**src/rtl/fpk_pkg.sv**
```systemverilog
package fpk_pkg;
  // How many bytes of the held word are still to be offered.
  typedef enum logic [1:0] {
    PEND_NONE = 2'd0,
    PEND_LAST = 2'd1,
    PEND_BOTH = 2'd2
  } pend_e;
endpackage

```
**src/rtl/fpk_sync_fifo.sv**
```systemverilog
module fpk_sync_fifo #(
  parameter int DATA_W = 16,
  parameter int DEPTH  = 16
) (
  input  logic              clk,
  input  logic              rst_n,
  input  logic              push_i,
  input  logic [DATA_W-1:0] wdata_i,
  input  logic              pop_i,
  output logic [DATA_W-1:0] rdata_o,
  output logic              full_o,
  output logic              empty_o
);
  localparam int AW = (DEPTH > 1) ? $clog2(DEPTH) : 1;
  localparam int CW = AW + 1;

  logic [DATA_W-1:0] mem_q [DEPTH];
  logic [AW-1:0]     wr_ptr_q, rd_ptr_q;
  logic [CW-1:0]     count_q;
  logic              do_push, do_pop;

  assign full_o  = (count_q == CW'(DEPTH));
  assign empty_o = (count_q == '0);
  assign do_push = push_i & ~full_o;
  assign do_pop  = pop_i & ~empty_o;
  assign rdata_o = mem_q[rd_ptr_q];

  function automatic logic [AW-1:0] bump(input logic [AW-1:0] p);
    return (p == AW'(DEPTH - 1)) ? '0 : p + 1'b1;
  endfunction

  always_ff @(posedge clk) begin
    if (do_push) mem_q[wr_ptr_q] <= wdata_i;
  end

  always_ff @(posedge clk or negedge rst_n) begin
    if (!rst_n) begin
      wr_ptr_q <= '0;
      rd_ptr_q <= '0;
      count_q  <= '0;
    end else begin
      if (do_push) wr_ptr_q <= bump(wr_ptr_q);
      if (do_pop)  rd_ptr_q <= bump(rd_ptr_q);
      case ({do_push, do_pop})
        2'b10:   count_q <= count_q + 1'b1;
        2'b01:   count_q <= count_q - 1'b1;
        default: count_q <= count_q;
      endcase
    end
  end
endmodule

```
**src/rtl/fpk_wait_seq.sv**
```systemverilog
module fpk_wait_seq #(
  parameter int WS_W = 3
) (
  input  logic            clk,
  input  logic            rst_n,
  input  logic            start_i,
  input  logic [WS_W-1:0] ws_i,
  output logic            busy_o,
  output logic            fire_o
);
  logic [WS_W-1:0] cnt_q;
  logic            busy_q;

  assign busy_o = busy_q;
  assign fire_o = busy_q & (cnt_q == ws_i);

  always_ff @(posedge clk or negedge rst_n) begin
    if (!rst_n) begin
      busy_q <= 1'b0;
      cnt_q  <= '0;
    end else if (!busy_q) begin
      if (start_i) begin
        busy_q <= 1'b1;
        cnt_q  <= '0;
      end
    end else if (fire_o) begin
      busy_q <= 1'b0;
    end else begin
      cnt_q <= cnt_q + 1'b1;
    end
  end
endmodule

```
**src/rtl/fpk_framer.sv**
```systemverilog
module fpk_framer
  import fpk_pkg::*;
#(
  parameter int BYTE_W = 8,
  parameter int LEN_W  = 8
) (
  input  logic                clk,
  input  logic                rst_n,
  input  logic                wide_i,
  input  logic [LEN_W-1:0]    len_i,
  input  logic                load_i,
  input  logic [2*BYTE_W-1:0] load_word_i,
  output logic                room_o,
  output logic                out_valid_o,
  input  logic                out_ready_i,
  output logic [BYTE_W-1:0]   out_data_o,
  output logic                out_last_o
);
  localparam int WORD_W = 2 * BYTE_W;

  pend_e             pend_q;
  logic [WORD_W-1:0] word_q;
  logic              first_q;
  logic [LEN_W-1:0]  cnt_q;
  logic [LEN_W-1:0]  rem;
  logic              hs;

  assign out_valid_o = (pend_q != PEND_NONE);
  assign hs          = out_valid_o & out_ready_i;
  assign rem         = first_q ? len_i : cnt_q;
  assign out_last_o  = out_valid_o & (rem == LEN_W'(1));
  assign out_data_o  = word_q[BYTE_W-1:0];
  assign room_o      = (pend_q == PEND_NONE) | ((pend_q == PEND_LAST) & hs);

  always_ff @(posedge clk or negedge rst_n) begin
    if (!rst_n) begin
      pend_q <= PEND_NONE;
      word_q <= '0;
    end else if (load_i) begin
      if (wide_i) begin
        word_q <= load_word_i;
        pend_q <= PEND_BOTH;
      end else begin
        word_q <= {{BYTE_W{1'b0}}, load_word_i[BYTE_W-1:0]};
        pend_q <= PEND_LAST;
      end
    end else if (hs) begin
      if (pend_q == PEND_BOTH) begin
        word_q <= word_q >> BYTE_W;
        pend_q <= PEND_LAST;
      end else begin
        pend_q <= PEND_NONE;
      end
    end
  end

  always_ff @(posedge clk or negedge rst_n) begin
    if (!rst_n) begin
      first_q <= 1'b1;
      cnt_q   <= '0;
    end else if (hs) begin
      if (rem == LEN_W'(1)) begin
        first_q <= 1'b1;
      end else begin
        first_q <= 1'b0;
        cnt_q   <= rem - 1'b1;
      end
    end
  end
endmodule

```
**src/rtl/fpk_packetizer.sv**
```systemverilog
module fpk_packetizer #(
  parameter int BYTE_W     = 8,
  parameter int LEN_W      = 8,
  parameter int WS_W       = 3,
  parameter int FIFO_DEPTH = 16
) (
  input  logic                clk,
  input  logic                rst_n,
  input  logic                mode_passive_i,
  input  logic                wide_i,
  input  logic [WS_W-1:0]     ws_i,
  input  logic                len_sel_ext_i,
  input  logic [LEN_W-1:0]    len_reg_i,
  input  logic [LEN_W-1:0]    len_pin_i,
  input  logic                ext_empty_i,
  output logic                ext_rd_o,
  input  logic [2*BYTE_W-1:0] ext_data_i,
  input  logic                in_wr_i,
  input  logic [2*BYTE_W-1:0] in_data_i,
  output logic                in_full_o,
  output logic                in_empty_o,
  output logic                out_valid_o,
  input  logic                out_ready_i,
  output logic [BYTE_W-1:0]   out_data_o,
  output logic                out_last_o,
  output logic                cfg_err_o
);
  localparam int WORD_W = 2 * BYTE_W;

  logic [LEN_W-1:0]  len_eff;
  logic [WORD_W-1:0] fifo_rdata, src_word;
  logic              src_empty, room, busy, fire, start;

  assign len_eff   = len_sel_ext_i ? len_pin_i : len_reg_i;
  assign cfg_err_o = (len_eff == '0) | (wide_i & len_eff[0]);
  assign src_empty = mode_passive_i ? in_empty_o : ext_empty_i;
  assign src_word  = mode_passive_i ? fifo_rdata : ext_data_i;
  assign start     = ~busy & ~cfg_err_o & ~src_empty & room;
  assign ext_rd_o  = busy & ~mode_passive_i;

  fpk_sync_fifo #(.DATA_W(WORD_W), .DEPTH(FIFO_DEPTH)) u_fifo (
    .clk     (clk),
    .rst_n   (rst_n),
    .push_i  (in_wr_i),
    .wdata_i (in_data_i),
    .pop_i   (fire & mode_passive_i),
    .rdata_o (fifo_rdata),
    .full_o  (in_full_o),
    .empty_o (in_empty_o)
  );

  fpk_wait_seq #(.WS_W(WS_W)) u_seq (
    .clk     (clk),
    .rst_n   (rst_n),
    .start_i (start),
    .ws_i    (ws_i),
    .busy_o  (busy),
    .fire_o  (fire)
  );

  fpk_framer #(.BYTE_W(BYTE_W), .LEN_W(LEN_W)) u_framer (
    .clk         (clk),
    .rst_n       (rst_n),
    .wide_i      (wide_i),
    .len_i       (len_eff),
    .load_i      (fire),
    .load_word_i (src_word),
    .room_o      (room),
    .out_valid_o (out_valid_o),
    .out_ready_i (out_ready_i),
    .out_data_o  (out_data_o),
    .out_last_o  (out_last_o)
  );
endmodule

```
**config.mk**
```make
export PLATFORM = sky130hd
export DESIGN_NAME = fpk_packetizer
export DESIGN_NICKNAME = d
export VERILOG_FILES = /design/src/rtl/fpk_pkg.sv /design/src/rtl/fpk_sync_fifo.sv /design/src/rtl/fpk_wait_seq.sv /design/src/rtl/fpk_framer.sv /design/src/rtl/fpk_packetizer.sv
export SDC_FILE = /design/constraint.sdc
export NUM_CORES = 1
export LEC_CHECK = 0
export ABC_AREA = 1
export ABC_CLOCK_PERIOD_IN_PS = 3500
export BUFFER_PORTS_ARGS = -buffer_cell sky130_fd_sc_hd__buf_2
export CAP_MARGIN = 30
export CORE_UTILIZATION = 60
export CTS_CLUSTER_DIAMETER = 200
export DETAILED_ROUTE_END_ITERATION = 7
export PLACE_DENSITY_LB_ADDON = 0.25
export SLEW_MARGIN = 5
export SYNTH_ARGS = -nofsm -noshare
export SYNTH_HDL_FRONTEND = slang
export SYNTH_SLANG_ARGS = --single-unit
```
**constraint.sdc**
```tcl
create_clock -name clk -period 3.5 [get_ports clk]
set_clock_uncertainty 0.15 [all_clocks]
set_input_delay 0.525 -clock clk [delete_from_list [all_inputs] [get_ports clk]]
set_output_delay 0.525 -clock clk [all_outputs]
set_load 0.02 [all_outputs]
```
# Yosys cells after proc, flatten, opt, wreduce, memory -nomap -nowiden

Memories as Yosys holds them, arrays and structs flattened.
Cells that the tools add are included.

Flip-flop bits (word level): 44
Memory bits (writable): 256
Input port bits: 59
Output and inout bits: 14
Logic and storage cells: 82
Memories: 1

Add/sub/neg operators: 6
Equality and inequality tests: 10
Mux-type cells: 24
Bitwise logic cells: 21
Reduce and logical (&&, ||, !) cells: 11

Memories:

| name         | words | width | read ports | clocked after Yosys merged registers in | write ports | RTL line            | source |
|---|---|---|---|---|---|---|---|
| u_fifo.mem_q | 16    | 16    | 1          | 0                                       | 1           | fpk_sync_fifo.sv:17 | `logic [DATA_W-1:0] mem_q [DEPTH];` |

Operator list:

| operator                                                            | count |
|---|---|
| 16-bit 2-to-1 mux                                                   | 5 |
| 8-bit 2-to-1 mux                                                    | 2 |
| 1-bit bitwise AND                                                   | 12 |
| 5-bit case mux with 2 select lines                                  | 1 |
| 2-bit nonzero test                                                  | 5 |
| 3-bit 2-to-1 mux                                                    | 3 |
| 4-bit by 1-bit adder with 4-bit output (second input constant)      | 2 |
| 4-bit == test (second input constant)                               | 2 |
| 8-bit by 1-bit == test with 1-bit output (second input constant)    | 1 |
| 8-bit zero test                                                     | 1 |
| 1-bit 2-to-1 mux                                                    | 8 |
| 4-bit 2-to-1 mux                                                    | 2 |
| 8-bit by 1-bit subtractor with 8-bit output (second input constant) | 1 |
| 1-bit NOT                                                           | 7 |
| 2-bit 2-to-1 mux                                                    | 3 |
| 2-bit AND reduction                                                 | 3 |
| 5-bit by 1-bit adder with 5-bit output (second input constant)      | 1 |
| 5-bit == test (second input constant)                               | 1 |
| 5-bit zero test                                                     | 1 |
| 5-bit by 1-bit subtractor with 5-bit output (second input constant) | 1 |
| 2-bit by 1-bit == test with 1-bit output (second input constant)    | 2 |
| 2-bit == test (second input constant)                               | 2 |
| 3-bit by 1-bit adder with 3-bit output (second input constant)      | 1 |
| 3-bit == test                                                       | 1 |
| 3 further kinds                                                     | 4 |

# Depth between registers and ports, before layout

Depth after elaboration: 9
Mapped depth: 14
Gate-level depth less buffers: 14

# Cells and area by module

From an unflattened synthesis, not the netlist that was laid out.

Cells, all modules: 1586
Area, all modules: 14357.5 µm²

Modules (own cells, without submodules):

| module         | times used | cells an instance | area each (µm²) | sequential area each (µm²) |
|---|---|---|---|---|
| fpk_sync_fifo  | 1          | 1218              | 12045.3         | 8012.7 |
| fpk_framer     | 1          | 209               | 1580.3          | 676.9 |
| fpk_packetizer | 1          | 119               | 473.0           | 0.0 |
| fpk_wait_seq   | 1          | 40                | 259.0           | 100.1 |

# Worst setup path before layout

Ideal clock, no wire load.

Kind: input-to-reg
From: input ws_i[2]
To: register u_fifo.count_q[4]
Library setup time: 127 ps
Data arrival time: 2403 ps
Setup slack: 819 ps
Stages on the path: 13
Cell sequence: xor2_1 > nor2_1 > nand4_1 > nor2_1 > ha_1 > xor2_1 > ha_1 > a21o_1 > nand3_1 > nand3b_1 > xor2_1 > nand2_1 > o21ai_0

Cells in the longest elaborated chain, start to end: 6

RTL lines:

| item                                                                      | RTL line             | source |
|---|---|---|
| from (decl)                                                               | fpk_packetizer.sv:11 | `input logic [WS_W-1:0] ws_i,` |
| 3-bit == test *                                                           | fpk_wait_seq.sv:15   | `assign fire_o = busy_q & (cnt_q == ws_i);` |
| 1-bit bitwise AND *                                                       | fpk_wait_seq.sv:15   |  |
| 1-bit bitwise AND *                                                       | fpk_packetizer.sv:46 | `.pop_i (fire & mode_passive_i),` |
| 1-bit bitwise AND *                                                       | fpk_sync_fifo.sv:25  | `assign do_pop = pop_i & ~empty_o;` |
| named net u_fifo.do_pop                                                   | fpk_sync_fifo.sv:20  | `logic do_push, do_pop;` |
| 2-bit by 1-bit == test with 1-bit output or 2-bit == test (tied branches) | fpk_sync_fifo.sv:44  | `case ({do_push, do_pop})` |
| 5-bit case mux with 2 select lines or 2-bit nonzero test (tied branches)  | -                    |  |
| to (signal assigned)                                                      | fpk_sync_fifo.sv:45  | `2'b10: count_q <= count_q + 1'b1;` |
| to (signal assigned)                                                      | fpk_sync_fifo.sv:46  | `2'b01: count_q <= count_q - 1'b1;` |
| to (signal assigned)                                                      | fpk_sync_fifo.sv:47  | `default: count_q <= count_q;` |
| to (decl)                                                                 | fpk_sync_fifo.sv:19  | `logic [CW-1:0] count_q;` |

The timed path passes the listed nets; every way through them passes the cells marked *.
A chain may end at the register's enable or synchronous reset.

# Worst setup path in the final report

From: register u_framer.first_q
To: output out_last_o

Cells in the longest elaborated chain, start to end: 3

RTL lines:

| item                                     | RTL line             | source |
|---|---|---|
| from (decl)                              | fpk_framer.sv:23     | `logic first_q;` |
| from (signal assigned)                   | fpk_framer.sv:59     | `first_q <= 1'b1;` |
| from (signal assigned)                   | fpk_framer.sv:63     | `first_q <= 1'b1;` |
| from (signal assigned)                   | fpk_framer.sv:65     | `first_q <= 1'b0;` |
| 8-bit 2-to-1 mux                         | fpk_framer.sv:30     | `assign rem = first_q ? len_i : cnt_q;` |
| 8-bit by 1-bit == test with 1-bit output | fpk_framer.sv:31     | `assign out_last_o = out_valid_o & (rem == LEN_W'(1));` |
| 1-bit bitwise AND                        | fpk_framer.sv:31     |  |
| to (decl)                                | fpk_packetizer.sv:25 | `output logic out_last_o,` |

Every way passes these cells.

==> out/summary.txt <==
Core area - 0.0212 sq mm
Post-cts sizing count - 0
Worst hold slack - 0.165 ns
Main synth FF type - edfxtp_1
Setup CP Type - flip-flop to primary output
Initial antenna violation count - 2
Netlist cell types - 33
Slowest cell delay on critical path - 0.68 ns
CTS Buffer Depth - 3
CTS tree - built
Max_cap viols - 0
Period Utilization, post-route - 82.7%
Mapped cell area - 0.0130 sq mm
Clock-pin transition on the worst setup and hold timing paths - 0.06 ns
Row cnt - 53
R2r startpoint - u_fifo.count_q[2]$_DFFE_PN0P_
RSZ-0062 raised after global routing - false
Detailed-route via count - 9072
CP Max Fanout - 16
Post-synthesis sequential area ratio - 67.7%
Hold Path Cell Cnt - 3
First-pass GRT wire length - 45200 um
Reg2Reg Setup Slack - 0.80 ns
Post-synth EDFFs - 256
Post-synth ARST share - 14.7%
Post-Layout Cell Count - 1569
VDD IR max - 0.555 mV
Die H - 149 um
IO Count - 73
Hold/Removal Path Class - primary input to flip-flop
#FFs+latches synth - 300
Pwr Density - 815 mW/mm^2
Clock tree sinks - 300
DP Wirelength - 17000 um
Syn Area/Cell - 10.8 sq um
Number of fill cells - 1517
Die area - 0.0222 sq mm
Net Count, Synth - 1278
Placed Cells incl. Taps - 1513
Crit start category - flip-flop
FF/Latch Area - 0.00879 sq mm
Vias in the first global route - 8449
Final Wtd Congestion - 0.856
WP data arrival - 2.22 ns
Via density - 5.78
Worst path cell trace - nand3_1, o21ai_0, nand2_2, nor2_4, nand2_2, nor2_1, buf_2
Most frequent CP cell - nand2_2
Pin count of the biggest net entering global routing - 147
I/O Buffers - 72
Root Driver - clkbuf_16
TNS Setup - 0 ns
CP max-delay cell - dfstp_2
Ant. Diodes - 0
Clock latency on the worst-skew pair - 0.55 ns
Synth Instances - 1207
Fmax - 345 MHz
Max-slew violation count - 0
Req. time, crit path - 2.82 ns
Final min period - 2.90 ns
Crit. End Element - primary output
Iter 0 DRT Violations - 848
Worst Max-Slew Pin Slew - 0.999 ns
Leak - 5.75 nW
DRT Pass-1 Iters - 5
Initial Utilization - 61.4%
Drt drc - 0
WL/cell - 19.0 um
R2R Path End - u_fifo.count_q[4]$_DFFE_PN0P_
R2R cell count - 14
Post-DRT Antenna Nets - 0
Min-delay src - ext_data_i[7]
Total Wirelength - 29900 um
Slew headroom - 33.3%
Overflow after GRT - 0
Final Hold Fails - 0
Ys Warns - 0
GRT Total Usage - 27.1%
Layout cell share with drive strength beyond 1 - 13.8%
Status - finished, final reports clean
H-tree levels - 1
Final setup vio count - 0
Final Net Count - 1342
Area occupied by multi-input gates - 0.00370 sq mm
WHS Endpoint - u_framer.word_q[7]$_DFFE_PN0P_
Inserted Clock Buffers - 30
Area Growth Syn to Fin - 12.7%
Die X - 149 um
[placed cells by master (no fill, tap or decap), types with 5 or more instances in the layout]
| master | n |
|---|---|
| dfrtp_1 | 41 |
| nor2_2 | 16 |
| nand3_1 | 161 |
| edfxtp_1 | 256 |
| clkbuf_1 | 5 |
| o21ai_0 | 73 |
| clkinv_1 | 10 |
| nor2_1 | 116 |
| or2_2 | 7 |
| o211ai_1 | 37 |
| inv_1 | 50 |
| clkbuf_16 | 31 |
| nand2_1 | 312 |
| ha_1 | 12 |
| buf_2 | 72 |
| buf_4 | 24 |
| xnor2_1 | 6 |
| a21oi_1 | 12 |
| clkinv_2 | 6 |
| xor2_1 | 9 |
[flip-flops by register name, summed over array words and instances, names as in the netlist, 2 cells and up]
name             count
u_framer.cnt_q       8
u_framer.word_q     16
u_seq.cnt_q          3
u_fifo.wr_ptr_q      4
u_framer.pend_q      2
u_fifo.count_q       5
u_fifo.mem_q       256
u_fifo.rd_ptr_q      4
[critical path, delay by kind of cell, from the launching register on]
| kind | cells | cell delay, ns |
|---|---|---|
| AND/OR/NAND/NOR | 5 | 0.63 |
| flip-flops | 1 | 0.68 |
| buffers and inverters | 1 | 0.16 |
| AO/OA/AOI/OAI | 1 | 0.20 |
[worst max path at each step]
stage | startpoint | endpoint | slack, ns | cells after the start
2_1_floorplan | ws_i[2] | u_fifo.count_q[4]$_DFFE_PN0P_ | 0.82 | 13
3_3_place_gp | ws_i[0] | u_fifo.count_q[4]$_DFFE_PN0P_ | 0.75 | 14
3_5_place_dp | ws_i[0] | u_fifo.count_q[4]$_DFFE_PN0P_ | 0.68 | 14
4_1_cts | u_framer.first_q$_DFFE_PN1P_ | out_last_o | 0.60 | 9
5_1_grt | u_framer.first_q$_DFFE_PN1P_ | out_last_o | 0.48 | 9
6_report | u_framer.first_q$_DFFE_PN1P_ | out_last_o | 0.60 | 7
[layout make-up]
cell class              instances  share of cell area, %
clock inverters                19                   1.15
flip-flops and latches        300                   60.1
inverters                      54                   1.39
multi-input cells             784                   25.3
clock buffers                  36                   5.43
repair buffers                101                   4.27
well taps                     275                   2.35
[cells by family (layout without fill, tap and decap cells)]
| kind of cell | Yosys count | count (layout) | synth area share (%) |
|---|---|---|---|
| adders and majority gates | 12 | 12 | 1.16 |
| xor gates and xnor gates | 15 | 15 | 1.01 |
| and+or+nand+nor | 624 | 624 | 20.0 |
| buffers and inverters | 123 | 210 | 4.14 |
| DFF | 300 | 300 | 67.7 |
| AOI/OAI and AO/OA | 133 | 133 | 6.01 |
[per-layer routing]
layer	global-route usage (%)	routed length, um	part of all wire [%]	vias up
li1	-	-	-	4273
met2	43.0	13800	46	476
met1	36.9	12200	41	4252
met5	0	22	0.074	-
met4	11.2	967	3.2	4
met3	5.47	2950	9.9	67
[where the power goes]
| group | total [mW] | leakage, nW | internal, mW | switching [mW] |
|---|---|---|---|---|
| clock | 3.11 | 0.467 | 1.83 | 1.28 |
| sequential | 4.67 | 2.85 | 4.43 | 0.246 |
| combinational | 4.15 | 2.43 | 1.27 | 2.88 |
| total | 11.9 | 5.75 | 7.52 | 4.41 |
[cell usage after synthesis (all sizes together) (4+ instances only)]
cell type | count | share of area (%)
o211ai | 37 | 2.1
clkinv | 4 | 0.12
ha | 12 | 1.2
nor2 | 133 | 3.9
nand3 | 161 | 6.2
nand2 | 315 | 9.2
buf | 37 | 1.7
o21ai | 81 | 3.2
xnor2 | 6 | 0.40
inv | 50 | 1.4
or2 | 7 | 0.34
xor2 | 9 | 0.61
dfrtp | 43 | 8.3
a21oi | 12 | 0.46
edfxtp | 256 | 59
clkbuf | 32 | 0.92
nand4 | 4 | 0.19
[metrics by stage]
| step | power, mW | util (%) | setup WS, ns | instance area [sq um] |
|---|---|---|---|---|
| after CTS | 11.9 | 69.2 | 0.605 | 14600 |
| after detailed placement | 8.82 | 64.6 | 0.683 | 13700 |
| after floorplan | 7.67 | - | 0.819 | 13000 |
| after global routing | 12.6 | 69.2 | 0.480 | 14600 |
| after global placement | 8.71 | 64.4 | 0.749 | 13600 |
| final | 11.9 | 69.2 | 0.604 | 14600 |
[what timing repair did]
item	in CTS	in global routing
hold endpoints to repair	18	0
setup endpoints to repair	0	0
hold buffers	1	0
setup buffers	0	0
No activity file was read; power rests on OpenSTA's default activity.
